<file path="src/rtl/sdram_init_pkg.sv">
package sdram_init_pkg;

    typedef enum logic [1:0] {
        CMD_NOP = 2'd0,
        CMD_PRE = 2'd1,
        CMD_REF = 2'd2,
        CMD_MRS = 2'd3
    } init_cmd_e;

    typedef enum logic [2:0] {
        ST_WAIT    = 3'd0,
        ST_PRE_GAP = 3'd1,
        ST_REF_GAP = 3'd2,
        ST_MRD_GAP = 3'd3,
        ST_DONE    = 3'd4
    } init_state_e;

    function automatic int ceil_div(input int num, input int den);
        return (num + den - 1) / den;
    endfunction

    function automatic int max2(input int a, input int b);
        return (a > b) ? a : b;
    endfunction

    // Burst length in words to the 3-bit field code; 0 means full page.
    function automatic logic [2:0] burst_code(input int words);
        case (words)
            1:       return 3'b000;
            2:       return 3'b001;
            4:       return 3'b010;
            8:       return 3'b011;
            default: return 3'b111;
        endcase
    endfunction

endpackage

</file>
<file path="src/rtl/sdram_init_timer.sv">
module sdram_init_timer #(
    parameter int CNT_W     = 8,
    parameter int RESET_VAL = 1
) (
    input  logic             clk,
    input  logic             rst_n,
    input  logic             load,
    input  logic [CNT_W-1:0] load_val,
    output logic             expired
);
    logic [CNT_W-1:0] cnt_d, cnt_q;

    always_comb begin
        cnt_d = cnt_q;
        if (load)
            cnt_d = load_val;
        else if (cnt_q != '0)
            cnt_d = cnt_q - 1'b1;
    end

    always_ff @(posedge clk or negedge rst_n) begin
        if (!rst_n)
            cnt_q <= CNT_W'(RESET_VAL);
        else
            cnt_q <= cnt_d;
    end

    assign expired = (cnt_q == '0);

endmodule

</file>
<file path="src/rtl/sdram_mode_word.sv">
module sdram_mode_word #(
    parameter int ADDR_W     = 13,
    parameter int CAS_LAT    = 3,
    parameter int BURST_LEN  = 8,
    parameter bit INTERLEAVE = 1'b0
) (
    output logic [ADDR_W-1:0] word
);
    import sdram_init_pkg::*;

    localparam logic [2:0] BL_FIELD = burst_code(BURST_LEN);
    localparam logic [2:0] CL_FIELD = 3'(CAS_LAT);

    always_comb begin
        word      = '0;
        word[2:0] = BL_FIELD;
        word[3]   = INTERLEAVE;
        word[6:4] = CL_FIELD;
    end

endmodule

</file>
<file path="src/rtl/sdram_cmd_pins.sv">
module sdram_cmd_pins (
    input  sdram_init_pkg::init_cmd_e cmd,
    output logic                      cs_n,
    output logic                      ras_n,
    output logic                      cas_n,
    output logic                      we_n
);
    import sdram_init_pkg::*;

    always_comb begin
        cs_n = 1'b0;
        case (cmd)
            CMD_PRE: {ras_n, cas_n, we_n} = 3'b010;
            CMD_REF: {ras_n, cas_n, we_n} = 3'b001;
            CMD_MRS: {ras_n, cas_n, we_n} = 3'b000;
            default: {ras_n, cas_n, we_n} = 3'b111;
        endcase
    end

endmodule

</file>
<file path="src/rtl/sdram_powerup_seq.sv">
module sdram_powerup_seq #(
    parameter int CLK_PERIOD_PS = 4000,
    parameter int STARTUP_NS    = 100000,
    parameter int CAS_LAT       = 3,
    parameter int BURST_LEN     = 8,
    parameter bit INTERLEAVE    = 1'b0,
    parameter int REFRESH_COUNT = 2,
    parameter int ADDR_W        = 13,
    parameter int BANK_W        = 2,
    parameter int DQM_W         = 2
) (
    input  logic              clk,
    input  logic              rst_n,
    output logic              sd_cke,
    output logic              sd_cs_n,
    output logic              sd_ras_n,
    output logic              sd_cas_n,
    output logic              sd_we_n,
    output logic [BANK_W-1:0] sd_ba,
    output logic [ADDR_W-1:0] sd_addr,
    output logic [DQM_W-1:0]  sd_dqm,
    output logic              init_done
);
    import sdram_init_pkg::*;

    localparam int STARTUP_CYC = max2(1, ceil_div(STARTUP_NS * 1000, CLK_PERIOD_PS));
    localparam int T_RP        = (CAS_LAT == 3) ? 3 : 2;
    localparam int T_RC        = (CAS_LAT == 3) ? 10 : 6;
    localparam int T_MRD       = 2;
    localparam int REF_N       = max2(2, REFRESH_COUNT);
    localparam int REF_W       = $clog2(REF_N + 1);
    localparam int CNT_W       = $clog2(max2(STARTUP_CYC, T_RC) + 1);

    typedef struct packed {
        init_state_e       state;
        init_cmd_e         cmd;
        logic [ADDR_W-1:0] addr;
        logic [REF_W-1:0]  refs;
        logic              done;
    } seq_t;

    seq_t d, q;

    logic             tmr_load;
    logic [CNT_W-1:0] tmr_val;
    logic             tmr_expired;
    logic [ADDR_W-1:0] mode_word;

    sdram_init_timer #(
        .CNT_W     (CNT_W),
        .RESET_VAL (STARTUP_CYC - 1)
    ) u_timer (
        .clk      (clk),
        .rst_n    (rst_n),
        .load     (tmr_load),
        .load_val (tmr_val),
        .expired  (tmr_expired)
    );

    sdram_mode_word #(
        .ADDR_W     (ADDR_W),
        .CAS_LAT    (CAS_LAT),
        .BURST_LEN  (BURST_LEN),
        .INTERLEAVE (INTERLEAVE)
    ) u_mode (
        .word (mode_word)
    );

    always_comb begin
        d        = q;
        d.cmd    = CMD_NOP;
        d.addr   = '0;
        tmr_load = 1'b0;
        tmr_val  = '0;
        case (q.state)
            ST_WAIT: begin
                if (tmr_expired) begin
                    d.cmd      = CMD_PRE;
                    d.addr[10] = 1'b1;
                    tmr_load   = 1'b1;
                    tmr_val    = CNT_W'(T_RP - 1);
                    d.state    = ST_PRE_GAP;
                end
            end
            ST_PRE_GAP: begin
                if (tmr_expired) begin
                    d.cmd    = CMD_REF;
                    d.refs   = REF_W'(1);
                    tmr_load = 1'b1;
                    tmr_val  = CNT_W'(T_RC - 1);
                    d.state  = ST_REF_GAP;
                end
            end
            ST_REF_GAP: begin
                if (tmr_expired) begin
                    tmr_load = 1'b1;
                    if (q.refs == REF_W'(REF_N)) begin
                        d.cmd   = CMD_MRS;
                        d.addr  = mode_word;
                        tmr_val = CNT_W'(T_MRD - 1);
                        d.state = ST_MRD_GAP;
                    end else begin
                        d.cmd   = CMD_REF;
                        d.refs  = q.refs + 1'b1;
                        tmr_val = CNT_W'(T_RC - 1);
                    end
                end
            end
            ST_MRD_GAP: begin
                if (tmr_expired) begin
                    d.done  = 1'b1;
                    d.state = ST_DONE;
                end
            end
            default: d.done = 1'b1;
        endcase
    end

    always_ff @(posedge clk or negedge rst_n) begin
        if (!rst_n) begin
            q.state <= ST_WAIT;
            q.cmd   <= CMD_NOP;
            q.addr  <= '0;
            q.refs  <= '0;
            q.done  <= 1'b0;
        end else begin
            q <= d;
        end
    end

    sdram_cmd_pins u_pins (
        .cmd   (q.cmd),
        .cs_n  (sd_cs_n),
        .ras_n (sd_ras_n),
        .cas_n (sd_cas_n),
        .we_n  (sd_we_n)
    );

    assign sd_cke    = 1'b1;
    assign sd_ba     = '0;
    assign sd_addr   = q.addr;
    assign sd_dqm    = {DQM_W{~q.done}};
    assign init_done = q.done;

    // Precharge must close all banks.
    assert_pre_all_R3: assert property (@(posedge clk) disable iff (!rst_n)
        (!sd_cs_n && !sd_ras_n && sd_cas_n && !sd_we_n) |-> sd_addr[10]);

    // Every refresh is followed by a NOP slot since tRC exceeds one cycle.
    assert_ref_gap_R5: assert property (@(posedge clk) disable iff (!rst_n)
        (!sd_cs_n && !sd_ras_n && !sd_cas_n && sd_we_n) |=> (sd_ras_n && sd_cas_n && sd_we_n));

    // Done never appears in the cycle right after the mode register set.
    assert_mrd_wait_R8: assert property (@(posedge clk) disable iff (!rst_n)
        (!sd_cs_n && !sd_ras_n && !sd_cas_n && !sd_we_n) |=> !init_done);

    // Done is sticky until reset.
    assert_done_sticky_R8: assert property (@(posedge clk) disable iff (!rst_n)
        init_done |=> init_done);

    // Only NOPs once handed over.
    assert_nop_after_done_R8: assert property (@(posedge clk) disable iff (!rst_n)
        init_done |-> (sd_ras_n && sd_cas_n && sd_we_n));

    // Refresh count never passes its target.
    assert_ref_bound_R5: assert property (@(posedge clk) disable iff (!rst_n)
        q.refs <= REF_W'(REF_N));

endmodule

</file>
<file path="config.mk">
export PLATFORM = sky130hd
export DESIGN_NAME = sdram_powerup_seq
export DESIGN_NICKNAME = d
export VERILOG_FILES = /design/src/rtl/sdram_init_pkg.sv /design/src/rtl/sdram_init_timer.sv /design/src/rtl/sdram_mode_word.sv /design/src/rtl/sdram_cmd_pins.sv /design/src/rtl/sdram_powerup_seq.sv
export SDC_FILE = /design/constraint.sdc
export NUM_CORES = 1
export LEC_CHECK = 0
export BUFFER_PORTS_ARGS = -buffer_cell sky130_fd_sc_hd__buf_2
export CAP_MARGIN = 10
export CORE_AREA = 2 2 85 54
export DETAILED_ROUTE_END_ITERATION = 8
export DIE_AREA = 0 0 87 56
export HOLD_SLACK_MARGIN = 0.03
export PLACE_DENSITY = 0.53
export REMOVE_ABC_BUFFERS = 1
export SYNTH_ARGS = -nofsm -noshare
export SYNTH_HDL_FRONTEND = slang
export SYNTH_SLANG_ARGS = --single-unit
</file>
<file path="constraint.sdc">
create_clock -name clk -period 1.6 [get_ports clk]
set_input_delay 0.4 -clock clk [delete_from_list [all_inputs] [get_ports clk]]
set_output_delay 0.4 -clock clk [all_outputs]
set_load 0.1 [all_outputs]
</file>
; Word level (Yosys, flattened, before mapping)
; Cells that the tools add are included.
[word_totals]
register_bits = 36
output_inout_bits = 23
[classes]
n_addsub = 2
eq_ne = 13
muxes = 29
bitwise_logic = 2
reduce_logical = 13
[op_table]
columns = op, count
row1 = $mux 15, 3
row2 = $pmux 15 s3, 1
row3 = $mux 20, 1
row4 = $logic_not 15->1, 1
row5 = $reduce_bool 15->1, 1
row6 = $sub 15x1->15 const B, 1
row7 = $ne 2x2->1 const B, 6
row8 = $pmux 3 s4, 1
row9 = $mux 10, 1
row10 = $mux 5, 2
row11 = $mux 2, 4
row12 = $mux 4, 2
row13 = $mux 1, 7
row14 = $eq 2x2->1 const B, 3
row15 = $eq 3x2->1 const B, 2
row16 = $mux 3, 2
row17 = $mux 6, 1
row18 = $pmux 2 s3, 1
row19 = $reduce_and 6->1, 1
row20 = $reduce_or 3->1, 2
row21 = $pmux 1 s2, 2
row22 = $pmux 2 s2, 1
row23 = $reduce_and 4->1, 1
row24 = $reduce_bool 2->1, 2
row25 = other kinds (8), 10

; Depth between registers and ports, before layout
; Gate-level depths: netlist (run 1).
[depth]
ltp_word = 5
ltp_mapped = 6
mapped_depth_nobuf = 6

; Modules after synthesis
; Synthesis (run 1) repeated with hierarchy kept, for this count alone.
[hier_totals]
cells_unflattened = 190
area_unflattened_um2 = 1973.1
[modules_own_cells]
columns = mod, instances, cells_per_inst, area_per_inst_um2, seq_area_each_um2
row1 = sdram_powerup_seq, 1, 91, 1006.0, 525.5
row2 = sdram_init_timer, 1, 79, 839.6, 385.4
row3 = sdram_mode_word, 1, 15, 105.1, 0.0
row4 = sdram_cmd_pins, 1, 5, 22.5, 0.0

; Least setup slack after synthesis (run 1)
; No wires, ideal clock.
[synth_path]
path_type = reg-to-output
start = register q (netlist bit init_done)
end = output port sd_dqm[1]
arrival_ns = 2.017
path_slack_ns = -0.817
path_stages_with_launch = 3
path_buffers = 1
path_cell_list = dfrtp_1 -> inv_1 -> buf_4
[synth_via]
elab_chain_len = 1
[synth_rtl]
columns = item, line
row1 = from (decl), sdram_powerup_seq.sv:42  ; seq_t d, q;
row2 = $not 1->1, sdram_powerup_seq.sv:142  ; assign sd_dqm = {DQM_W{~q.done}};
row3 = to (decl), sdram_powerup_seq.sv:21  ; output logic [DQM_W-1:0] sd_dqm,
; No other way between the ends.

; Final worst setup path (run 1)
[layout_path]
start = register u_timer.cnt_q[1]
end = register u_timer.cnt_q[10]
[layout_via]
elab_chain_len = 4
word_cells_on_any_way = 8
[layout_rtl]
columns = item, line
row1 = from (decl), sdram_init_timer.sv:11  ; logic [CNT_W-1:0] cnt_d, cnt_q;
row2 = from (signal assigned), sdram_init_timer.sv:23  ; cnt_q <= CNT_W'(RESET_VAL);
row3 = from (signal assigned), sdram_init_timer.sv:25  ; cnt_q <= cnt_d;
row4 = "parallel branches: the longest is 4 deep, another holds $sub 15x1->15", --
; Parallel ways; which one is timed is not known. The select of a mux whose other input is x is not followed.
; A chain may end at the register's enable or synchronous reset.

==> results of run 1 <==
-- sequential cells by signal (all words and copies together), names as in the netlist --
signal and flops:
q 7, u_timer.cnt_q 15, sd_addr 2, init_done 1
-- per-stage QoR --
stage | utilization, % | total power [µW] | cell area [µm²] | hold WS (ns)
3_5_place_dp | 38.2 | 779 | 1540 | 0.424
3_3_place_gp | 38.2 | 779 | 1540 | 0.421
4_1_cts | 39.7 | 1170 | 1600 | 0.119
2_1_floorplan | - | 766 | 1280 | 0.104
6_report | 42.1 | 1150 | 1700 | 0.100
5_1_grt | 42.1 | 1200 | 1700 | 0.138
-- cells in the mapped netlist, types with 2 or more instances --
master / instances
o21ai_1: 2
dfstp_2: 8
nand2b_1: 3
conb_1: 2
inv_1: 7
nor2_1: 9
a21o_1: 2
nor2b_1: 2
nand3_1: 4
o21ai_0: 4
nand2_1: 7
ha_1: 3
a21oi_1: 3
xnor2_1: 11
buf_2: 2
nor3_1: 3
nand4_1: 5
dfrtp_1: 17
a211oi_1: 2
buf_4: 18
nor4_1: 4
nand4_2: 2
-- cell type report --
| cell class | instances | area share (%) |
|---|---|---|
| tap | 50 | 3.69 |
| multi-input combinational | 93 | 42.3 |
| timing repair buffer | 25 | 12.2 |
| clock buffer | 3 | 2.43 |
| inverter | 7 | 1.55 |
| clock inverter | 1 | 0.442 |
| sequential | 25 | 37.5 |
-- worst max-delay path, cell delays in order (launching register included) --
cell and delay [ns]:
dfstp_2 0.55, inv_2 0.05, ha_4 0.16, nor3b_4 0.15, a21oi_1 0.14, buf_4 0.15, nand4b_1 0.12, xnor2_1 0.15
-- path summary, 6_finish.rpt --
path,endpoint,cells after the start
setup / recovery,u_timer.cnt_q[10]$_DFFE_PN0P_,7
hold / removal,q[19]$_DFFE_PN0P_,1
setup reg to reg,u_timer.cnt_q[10]$_DFFE_PN0P_,7
hold reg to reg,u_timer.cnt_q[12]$_DFFE_PN0P_,1
max in group asynchronous,u_timer.cnt_q[13]$_DFFE_PN1P_,1
min in group clk,u_timer.cnt_q[12]$_DFFE_PN0P_,1
-- repair_timing --
item                       in CTS  in global routing
gates resized for setup         2                 17
pin swaps                       3                  7
setup endpoints to repair       8                 22
cloned                          0                  0
-- per-layer routing --
metal,wire (µm),share of wire (%),up-vias,GRT usage [%]
li1,-,-,476,-
met1,1390,52,476,16.5
met2,1100,41,36,16.6
met3,142,5.3,4,3.56
met4,28,1.1,0,2.01
met5,0,0,-,0
-- power by group through the flow --
stage	logic (µW)	clock network (µW)	registers, µW
after floorplan	122	0	644
after global routing	139	431	633
after CTS	135	400	632
final	135	387	632
after global placement	135	0	644
after detailed placement	135	0	644
-- logic make-up after synthesis --
group           count (synthesis)  synth area share, %
flops                          25                 45.8
xor+xnor                       12                 7.57
other cells                     2                0.541
compound gates                 16                 7.39
fa+ha+maj                       3                 2.71
simple gates                   49                 22.5
buf+inv                        28                 12.6
mux                             1                0.811
==> metrics.cfg, run 1 <==
[place]
finalWeightedCongestion = 0.847
port_buffers = 12
dp_slack_ns = -0.0460
place_hpwl_um = 1980
dp.cells = 200

[pwr]
power_frac_seq_pct = 54.8
cellPowerDensity_nw_per_um2 = 681
p_leak_uw = 0.000737
irDropWorstVdd_mv = 0.400
p_int_uw = 810
power_frac_clock_pct = 33.5
swShare_pct = 29.8
net-switching-power_uw = 345
pwr-share-comb_pct = 11.7

[cts]
cts_sinks = 25
cts_buffer_depth = 2
h-tree-depth = 1
cts_setup_buffers = 0
numCtsBuffers = 3
clk_pin_slew_ns = 0.09
holdBufCountCts = 0
clockRootBuffer = clkbuf_8
clk_latency_ns = 0.27
tritoncts = built

[layout]
n_fill_cell = 389
area_delta_synth_final_pct = 22.3
layout_common_cells = dfrtp_1 (17), conb_1 (12), buf_4 (12)
fin_cells = 204
regArea_um2 = 636
layout_commonest_cell = dfrtp_1
final_nets = 160
diodes = 0
final_layout_size_suffix_gt1_share_pct = 35.7
multi_input_area_um2 = 717

[synth]
synth-warning-count = 0
async_flop_share_pct = 100
synth.avg_cell_area_um2 = 10.2
netlist_instances = 136
synth_edf_count = 0
synth_area_um2 = 1390
ys_seq_elements = 25
ys_seq_area_share_pct = 45.8
synth_top_cell_area_share_pct = 30.7
yosys-top-cells-area = dfrtp_1 (31%), dfstp_2 (15%), buf_4 (9.7%)
synth_ff_type = dfrtp_1
synth_cell_type_count = 38
synth_top_area_cell = dfrtp_1

[global_routing]
track_usage_pct = 11.4
grt_max_degree = 26
grt_pass1_vias = 935
grt_antenna_before_repair = 0
grt_first_pass_wirelength_um = 4380
overflow = 0

[timing]
fin_crit_ns = 1.56
min_period_over_period_pct = 97.3
tns_ns = 0
max_slew.worst_pin.slew_ns = 0.560
rsz0062_at_grt = yes
hold_viol = 0
finalSetupViolations = 0
slew_headroom_pct = 62.3
timing.final.ws_setup_ns = 0.0430
fin_skew_ns = 0.00642
max_freq_mhz = 642
finalMaxSlewViolations = 0

[critical_path]
cp_max_fo = 6
cp_data_arrival_time_ns = 1.73
required_ns = 1.77
critPathKind = reg -> reg
cp-start-kind = register
endpoint_kind = register
rrSetupSlack_ns = 0.04
timing.rr.start = u_timer.cnt_q[1]$_DFFE_PN1P_
cp-startpoint = u_timer.cnt_q[1]$_DFFE_PN1P_

[drt]
drc = 0
ant_nets = 0
first_pass_iters = 4
drtIter0Drc = 34
routed_wl_um = 2670
vias_per_cell = 4.86
wl_per_cell_um = 13.1
vias = 992

[floorplan]
chipHeight_um = 56
core_um2 = 4030
rows = 18
die-area_um2 = 4870
initial_core_util_pct = 34.4
die_w_um = 87
io_pins = 25

[run_status]
status = complete, no violations

[hold_path]
hp-class = in -> async

[flow_run]
drv_cap = 0

No activity file was read; power rests on OpenSTA's default activity.
==> run 2: changes to the inputs <==
Clock period 1.6 ns to 1.3 ns, I/O delays scaled along.
==> run 2 against run 1 <==
  * The run now ends with negative setup slack left
  * Fmax is 2.3% higher
  * Clock skew shrank 0.0045 ns
  * Worst hold slack got worse by 0.082 ns
  * Global-route usage is 3.9 points higher
  * Non-clock buffer count rose by 31
  * Cell count grew 15%
  * Register-to-register slack lost 0.27 ns
  * Largest power group unchanged
==> metrics.cfg, run 2 (synthesis gave the netlist of run 1 again) <==
[run_status]
violations = negative setup slack
status = complete, but fails checks

[timing]
fin_crit_ns = 1.52  ; -0.0346 ns
finalSetupViolations = 28  ; +28
tns_ns = -3.88  ; -3.88 ns
finalMaxSlewViolations = 0  ; unchanged
fin_skew_ns = 0.00196  ; -0.00446 ns
max_slew.worst_pin.slew_ns = 0.537  ; -0.0232 ns
slew_headroom_pct = 64.2  ; +1.9 points
min_period_over_period_pct = 117  ; +20 points
rsz0062_at_grt = yes
hold_viol = 0  ; unchanged
timing.final.ws_setup_ns = -0.222  ; -0.265 ns
hold_ws_ns = 0.0179  ; -0.0822 ns
max_freq_mhz = 657  ; +2.3%

[critical_path]
critPathKind = reg -> reg
reg2reg_depth = 6  ; -1
cp-start-kind = register
reg2reg_to = u_timer.cnt_q[13]$_DFFE_PN1P_
cp_data_arrival_time_ns = 1.73  ; about the same
timing.rr.start = u_timer.cnt_q[1]$_DFFE_PN1P_
required_ns = 1.50  ; -0.27 ns
rrSetupSlack_ns = -0.22  ; -0.27 ns
cp_max_fo = 6  ; unchanged
endpoint_kind = register

[place]
port_buffers = 12  ; unchanged
place_hpwl_um = 2260  ; +14%
finalWeightedCongestion = 0.817  ; -3.6%

[cts]
holdBufCountCts = 0  ; unchanged
clk_pin_slew_ns = 0.09  ; about the same
numCtsBuffers = 3  ; unchanged
tritoncts = built
cts_buffer_depth = 2  ; unchanged
clockRootBuffer = clkbuf_8
clk_latency_ns = 0.27  ; about the same
cts_sinks = 25  ; unchanged
h-tree-depth = 1  ; unchanged

[drt]
drtIter0Drc = 24  ; -29%
first_pass_iters = 4  ; unchanged
wl_per_cell_um = 14.6  ; +11%
ant_nets = 0  ; unchanged
drc = 0  ; unchanged
vias_per_cell = 4.83  ; -0.59%
vias = 1136  ; +15%
routed_wl_um = 3420  ; +28%

[global_routing]
top_usage_layer = met2
grt_antenna_before_repair = 0  ; unchanged
track_usage_pct = 15.3  ; +3.9 points
use_met3_pct = 3.12  ; -0.45 points
grt_first_pass_wirelength_um = 5750  ; +31%
grt_max_degree = 26  ; unchanged
grt_pass1_vias = 1151  ; +23%
grt.met1_usage_pct = 20.3  ; +3.8 points
grtUsageMet2_pct = 25.1  ; +8.5 points
overflow = 0  ; unchanged

[floorplan]
chipHeight_um = 56  ; unchanged
core_um2 = 4030  ; unchanged
io_pins = 25  ; unchanged
die-area_um2 = 4870  ; unchanged
initial_core_util_pct = 34.4  ; unchanged
rows = 18  ; unchanged
die_w_um = 87  ; unchanged

[layout]
final_layout_size_suffix_gt1_share_pct = 63.2  ; +28 points
final_nets = 191  ; +19%
layout_commonest_cell = buf_4
layout_common_cells = buf_4 (37), dfrtp_1 (15), conb_1 (12)
n_fill_cell = 335  ; -14%
top_register = u_timer.cnt_q
largest_reg_flops = 15  ; unchanged
area_delta_synth_final_pct = 59.8
diodes = 0  ; unchanged

[hold_path]
hp-class = in -> async

[pwr]
p_leak_uw = 0.000978  ; +33%
irDropWorstVdd_mv = 0.450  ; +12%
power_uw = 1420  ; +23%
cellPowerDensity_nw_per_um2 = 642  ; -5.6%

[flow_run]
drv_cap = 0  ; unchanged

## run 2: cell count changes in the layout (fill, tap and decap cells not counted), sizes merged
cell	change
buf	+31
## run 2: how the worst max path moves through the flow
stage / slack [ns] / from / end / cells after the start
6_report: -0.22 / u_timer.cnt_q[1]$_DFFE_PN1P_ / u_timer.cnt_q[13]$_DFFE_PN1P_ / 6
4_1_cts: -0.20 / u_timer.cnt_q[3]$_DFFE_PN0P_ / q[2]$_DFFE_PN0P_ / 5
5_1_grt: -0.32 / u_timer.cnt_q[0]$_DFFE_PN1P_ / u_timer.cnt_q[13]$_DFFE_PN1P_ / 6
3_3_place_gp: -0.30 / u_timer.cnt_q[0]$_DFFE_PN1P_ / u_timer.cnt_q[10]$_DFFE_PN0P_ / 7
2_1_floorplan: -1.69 / sd_addr[5]$_DFF_PN0_ / sd_addr[0] / 0
3_5_place_dp: -0.33 / u_timer.cnt_q[3]$_DFFE_PN0P_ / u_timer.cnt_q[3]$_DFFE_PN0P_ / 4
## run 2: what timing repair did
item / 4_1_cts / 5_1_grt
resized for setup: 35 / 30
pin swaps: 16 / 18
setup buffers: 9 / 5
endpoints found under the setup margin: 32 / 35
cloned: 0 / 0
endpoints found under the hold margin: 0 / 0
## run 2: critical path, cell delays in order (launching register included)
cell and delay [ns]:
dfstp_2 0.55, inv_2 0.05, ha_4 0.17, nor3b_4 0.16
a21oi_4 0.20, nand4_1 0.14, xnor2_1 0.19
## run 2: routing by layer
layer	part of all wire, %	wire [µm]
met1	42	1450
met3	5.8	198
met5	0	0
met2	50	1700
met4	2.2	74
## run 2: cell type report
class	count	area, µm²	share of cell area, %
Multi-Input combinational cell	93	860	38.8
Sequential cell	25	638	28.8
Timing Repair Buffer	56	582	26.2
Tap cell	50	62.6	2.82
Clock buffer	3	41.3	1.86
Inverter	7	26.3	1.19
Clock inverter	1	7.51	0.339
## run 2: per-stage QoR
| stage | utilization, % | instances | worst slack [ns] | instance area [µm²] |
|---|---|---|---|---|
| final | 55.0 | 235 | -0.222 | 2220 |
| after global routing | 55.0 | 235 | -0.319 | 2220 |
| after CTS | 51.4 | 232 | -0.196 | 2070 |
| after detailed placement | 44.9 | 220 | -0.325 | 1810 |
| after global placement | 44.9 | 220 | -0.296 | 1810 |
| after floorplan | - | 125 | -1.69 | 1280 |
## run 2: where the power goes
part           switching, µW  internal, µW  total, µW
sequential                 0           778        778
combinational            164          1.07        165
clock                    262           218        480
==> run 3: changes to the inputs <==
Settings changed: CELL_PAD_IN_SITES_DETAIL_PLACEMENT set to 0, CELL_PAD_IN_SITES_GLOBAL_PLACEMENT set to 1, PLACE_DENSITY 0.53 to 0.66.
==> run 3 against run 2 <==
  * The flow still finishes with violations (negative setup slack)
  * Via count is 5.6% lower
  * Sequential share of layout area is 1.3 points higher
  * Cell count is 0.85% lower
  * Sequential cell count stayed put
  * Clock-buffer cell count stayed put
  * Largest cell class unchanged
==> metrics.cfg, run 3 (synthesis gave the netlist of run 1 again) <==
[timing]
max_slew.worst_pin.slew_ns = 0.575  ; +0.0377 ns
fin_crit_ns = 1.53  ; +0.00995 ns
hold_viol = 0  ; unchanged
max_freq_mhz = 653  ; -0.65%
min_period_over_period_pct = 118  ; +0.77 points
finalMaxSlewViolations = 0  ; unchanged
rsz0062_at_grt = yes
timing.final.ws_setup_ns = -0.232  ; -0.00995 ns
fin_skew_ns = 0.000952  ; -0.00101 ns
finalSetupViolations = 29  ; +3.6%
slew_headroom_pct = 61.7  ; -2.5 points
hold_ws_ns = 0.0329  ; +0.0150 ns

[critical_path]
rrSetupSlack_ns = -0.23  ; about the same
cp_max_fo = 5  ; -1
endpoint_kind = register
cp-start-kind = register
required_ns = 1.46  ; -0.04 ns
critPathKind = reg -> reg
cp_data_arrival_time_ns = 1.69  ; -0.04 ns

[floorplan]
chipHeight_um = 56  ; unchanged
die-area_um2 = 4870  ; unchanged
io_pins = 25  ; unchanged
die_w_um = 87  ; unchanged
initial_core_util_pct = 34.4  ; unchanged
rows = 18  ; unchanged
core_um2 = 4030  ; unchanged

[layout]
layout_common_cells = buf_4 (35), dfrtp_1 (15), conb_1 (12)
top_register = u_timer.cnt_q
area_delta_synth_final_pct = 53.1
final_layout_size_suffix_gt1_share_pct = 56.8  ; -6.4 points
final_util_pct = 52.7  ; -2.3 points
largest_reg_flops = 15  ; unchanged
layout_commonest_cell = buf_4
final_nets = 189  ; -1.0%
diodes = 0  ; unchanged
design_area_um2 = 2120  ; -4.2%

[global_routing]
grt_max_degree = 26  ; unchanged
track_usage_pct = 13.9  ; -1.3 points
grt_first_pass_wirelength_um = 5260  ; -8.5%
grt_antenna_before_repair = 0  ; unchanged
grt_pass1_vias = 1070  ; -7.0%
overflow = 0  ; unchanged

[place]
port_buffers = 12  ; unchanged
finalWeightedCongestion = 0.842  ; +3.1%
place_hpwl_um = 2250  ; -0.44%
dp_slack_ns = -0.345  ; -0.0200 ns
placed_cell_area_um2 = 1810  ; unchanged

[cts]
h-tree-depth = 1  ; unchanged
cts_buffer_depth = 2  ; unchanged
tritoncts = built
clockRootBuffer = clkbuf_8
clk_latency_ns = 0.27  ; about the same
clk_pin_slew_ns = 0.09  ; about the same
numCtsBuffers = 3  ; unchanged
cts_sinks = 25  ; unchanged

[drt]
drtIter0Drc = 49  ; +100%
wl_per_cell_um = 13.9  ; -4.9%
routed_wl_um = 3230  ; -5.7%
first_pass_iters = 4  ; unchanged
vias = 1072  ; -5.6%
drc = 0  ; unchanged
ant_nets = 0  ; unchanged
vias_per_cell = 4.60  ; -4.8%

[pwr]
irDropWorstVdd_mv = 0.509  ; +13%
power_uw = 1430  ; +0.61%
cellPowerDensity_nw_per_um2 = 674  ; +5.0%
p_leak_uw = 0.000950  ; -2.9%

[run_status]
status = complete, but fails checks
violations = negative setup slack

[hold_path]
hp-class = in -> async

[flow_run]
drv_cap = 0  ; unchanged

-- run 3: cell count changes in the layout (fill, tap and decap cells not counted), moves of 2 or more --
| cell | before | now |
|---|---|---|
| nor2_4 | 3 | 0 |
| nor2_2 | 4 | 2 |
| nor2_1 | 2 | 7 |
| o21ai_2 | 3 | 1 |
| o21ai_1 | 1 | 3 |
| buf_4 | 37 | 35 |
-- run 3: area by class of cell --
| type | count | area (µm²) |
|---|---|---|
| Clock buffer | 3 | 41.3 |
| Timing Repair Buffer | 54 | 567 |
| Multi-Input combinational cell | 93 | 779 |
| Clock inverter | 1 | 7.51 |
| Inverter | 7 | 28.8 |
| Fill cell | 349 | 1910 |
| Sequential cell | 25 | 638 |
| Tap cell | 50 | 62.6 |
-- run 3: timing repair --
item                       in CTS  in global routing
buffers inserted                6                  5
resized for setup              27                 22
pin swaps                      19                 12
setup endpoints to repair      32                 35
hold buffers                    0                  0
-- run 3: per-stage QoR --
step	instances	TNS (ns)
after global routing	233	-6.02
final	233	-4.20
after CTS	228	-3.97
after detailed placement	220	-6.24
after floorplan	125	-14.88
after global placement	220	-5.41
-- run 3: path summary, 6_finish.rpt --
path,start,endpoint,cells past startpoint
worst max-delay path,u_timer.cnt_q[1]$_DFFE_PN1P_,q[1]$_DFFE_PN0P_,6
worst min-delay path,rst_n,q[2]$_DFFE_PN0P_,1
worst max register to register,u_timer.cnt_q[1]$_DFFE_PN1P_,q[1]$_DFFE_PN0P_,6
worst min register to register,u_timer.cnt_q[5]$_DFFE_PN1P_,u_timer.cnt_q[5]$_DFFE_PN1P_,1
max in group asynchronous,rst_n,u_timer.cnt_q[3]$_DFFE_PN0P_,1
min in group clk,u_timer.cnt_q[5]$_DFFE_PN1P_,u_timer.cnt_q[5]$_DFFE_PN1P_,1
-- run 3: report_power, final --
part	internal [µW]	switching [µW]
Sequential	778	0
Combinational	1.07	165
Clock	218	270
-- run 3: critical path, cell delays in order (launching register included) --
cell      delay, ns
dfstp_2        0.38
inv_2          0.07
ha_4           0.15
nor4b_2        0.32
nand4_4        0.17
nor4_1         0.26
a211oi_1       0.07
-- run 3: per-layer routing --
layer | track usage, % | routed length [µm]
met5 | 0 | 0
met4 | 2.68 | 15
met3 | 3.71 | 111
met2 | 22.0 | 1540
met1 | 19.2 | 1560
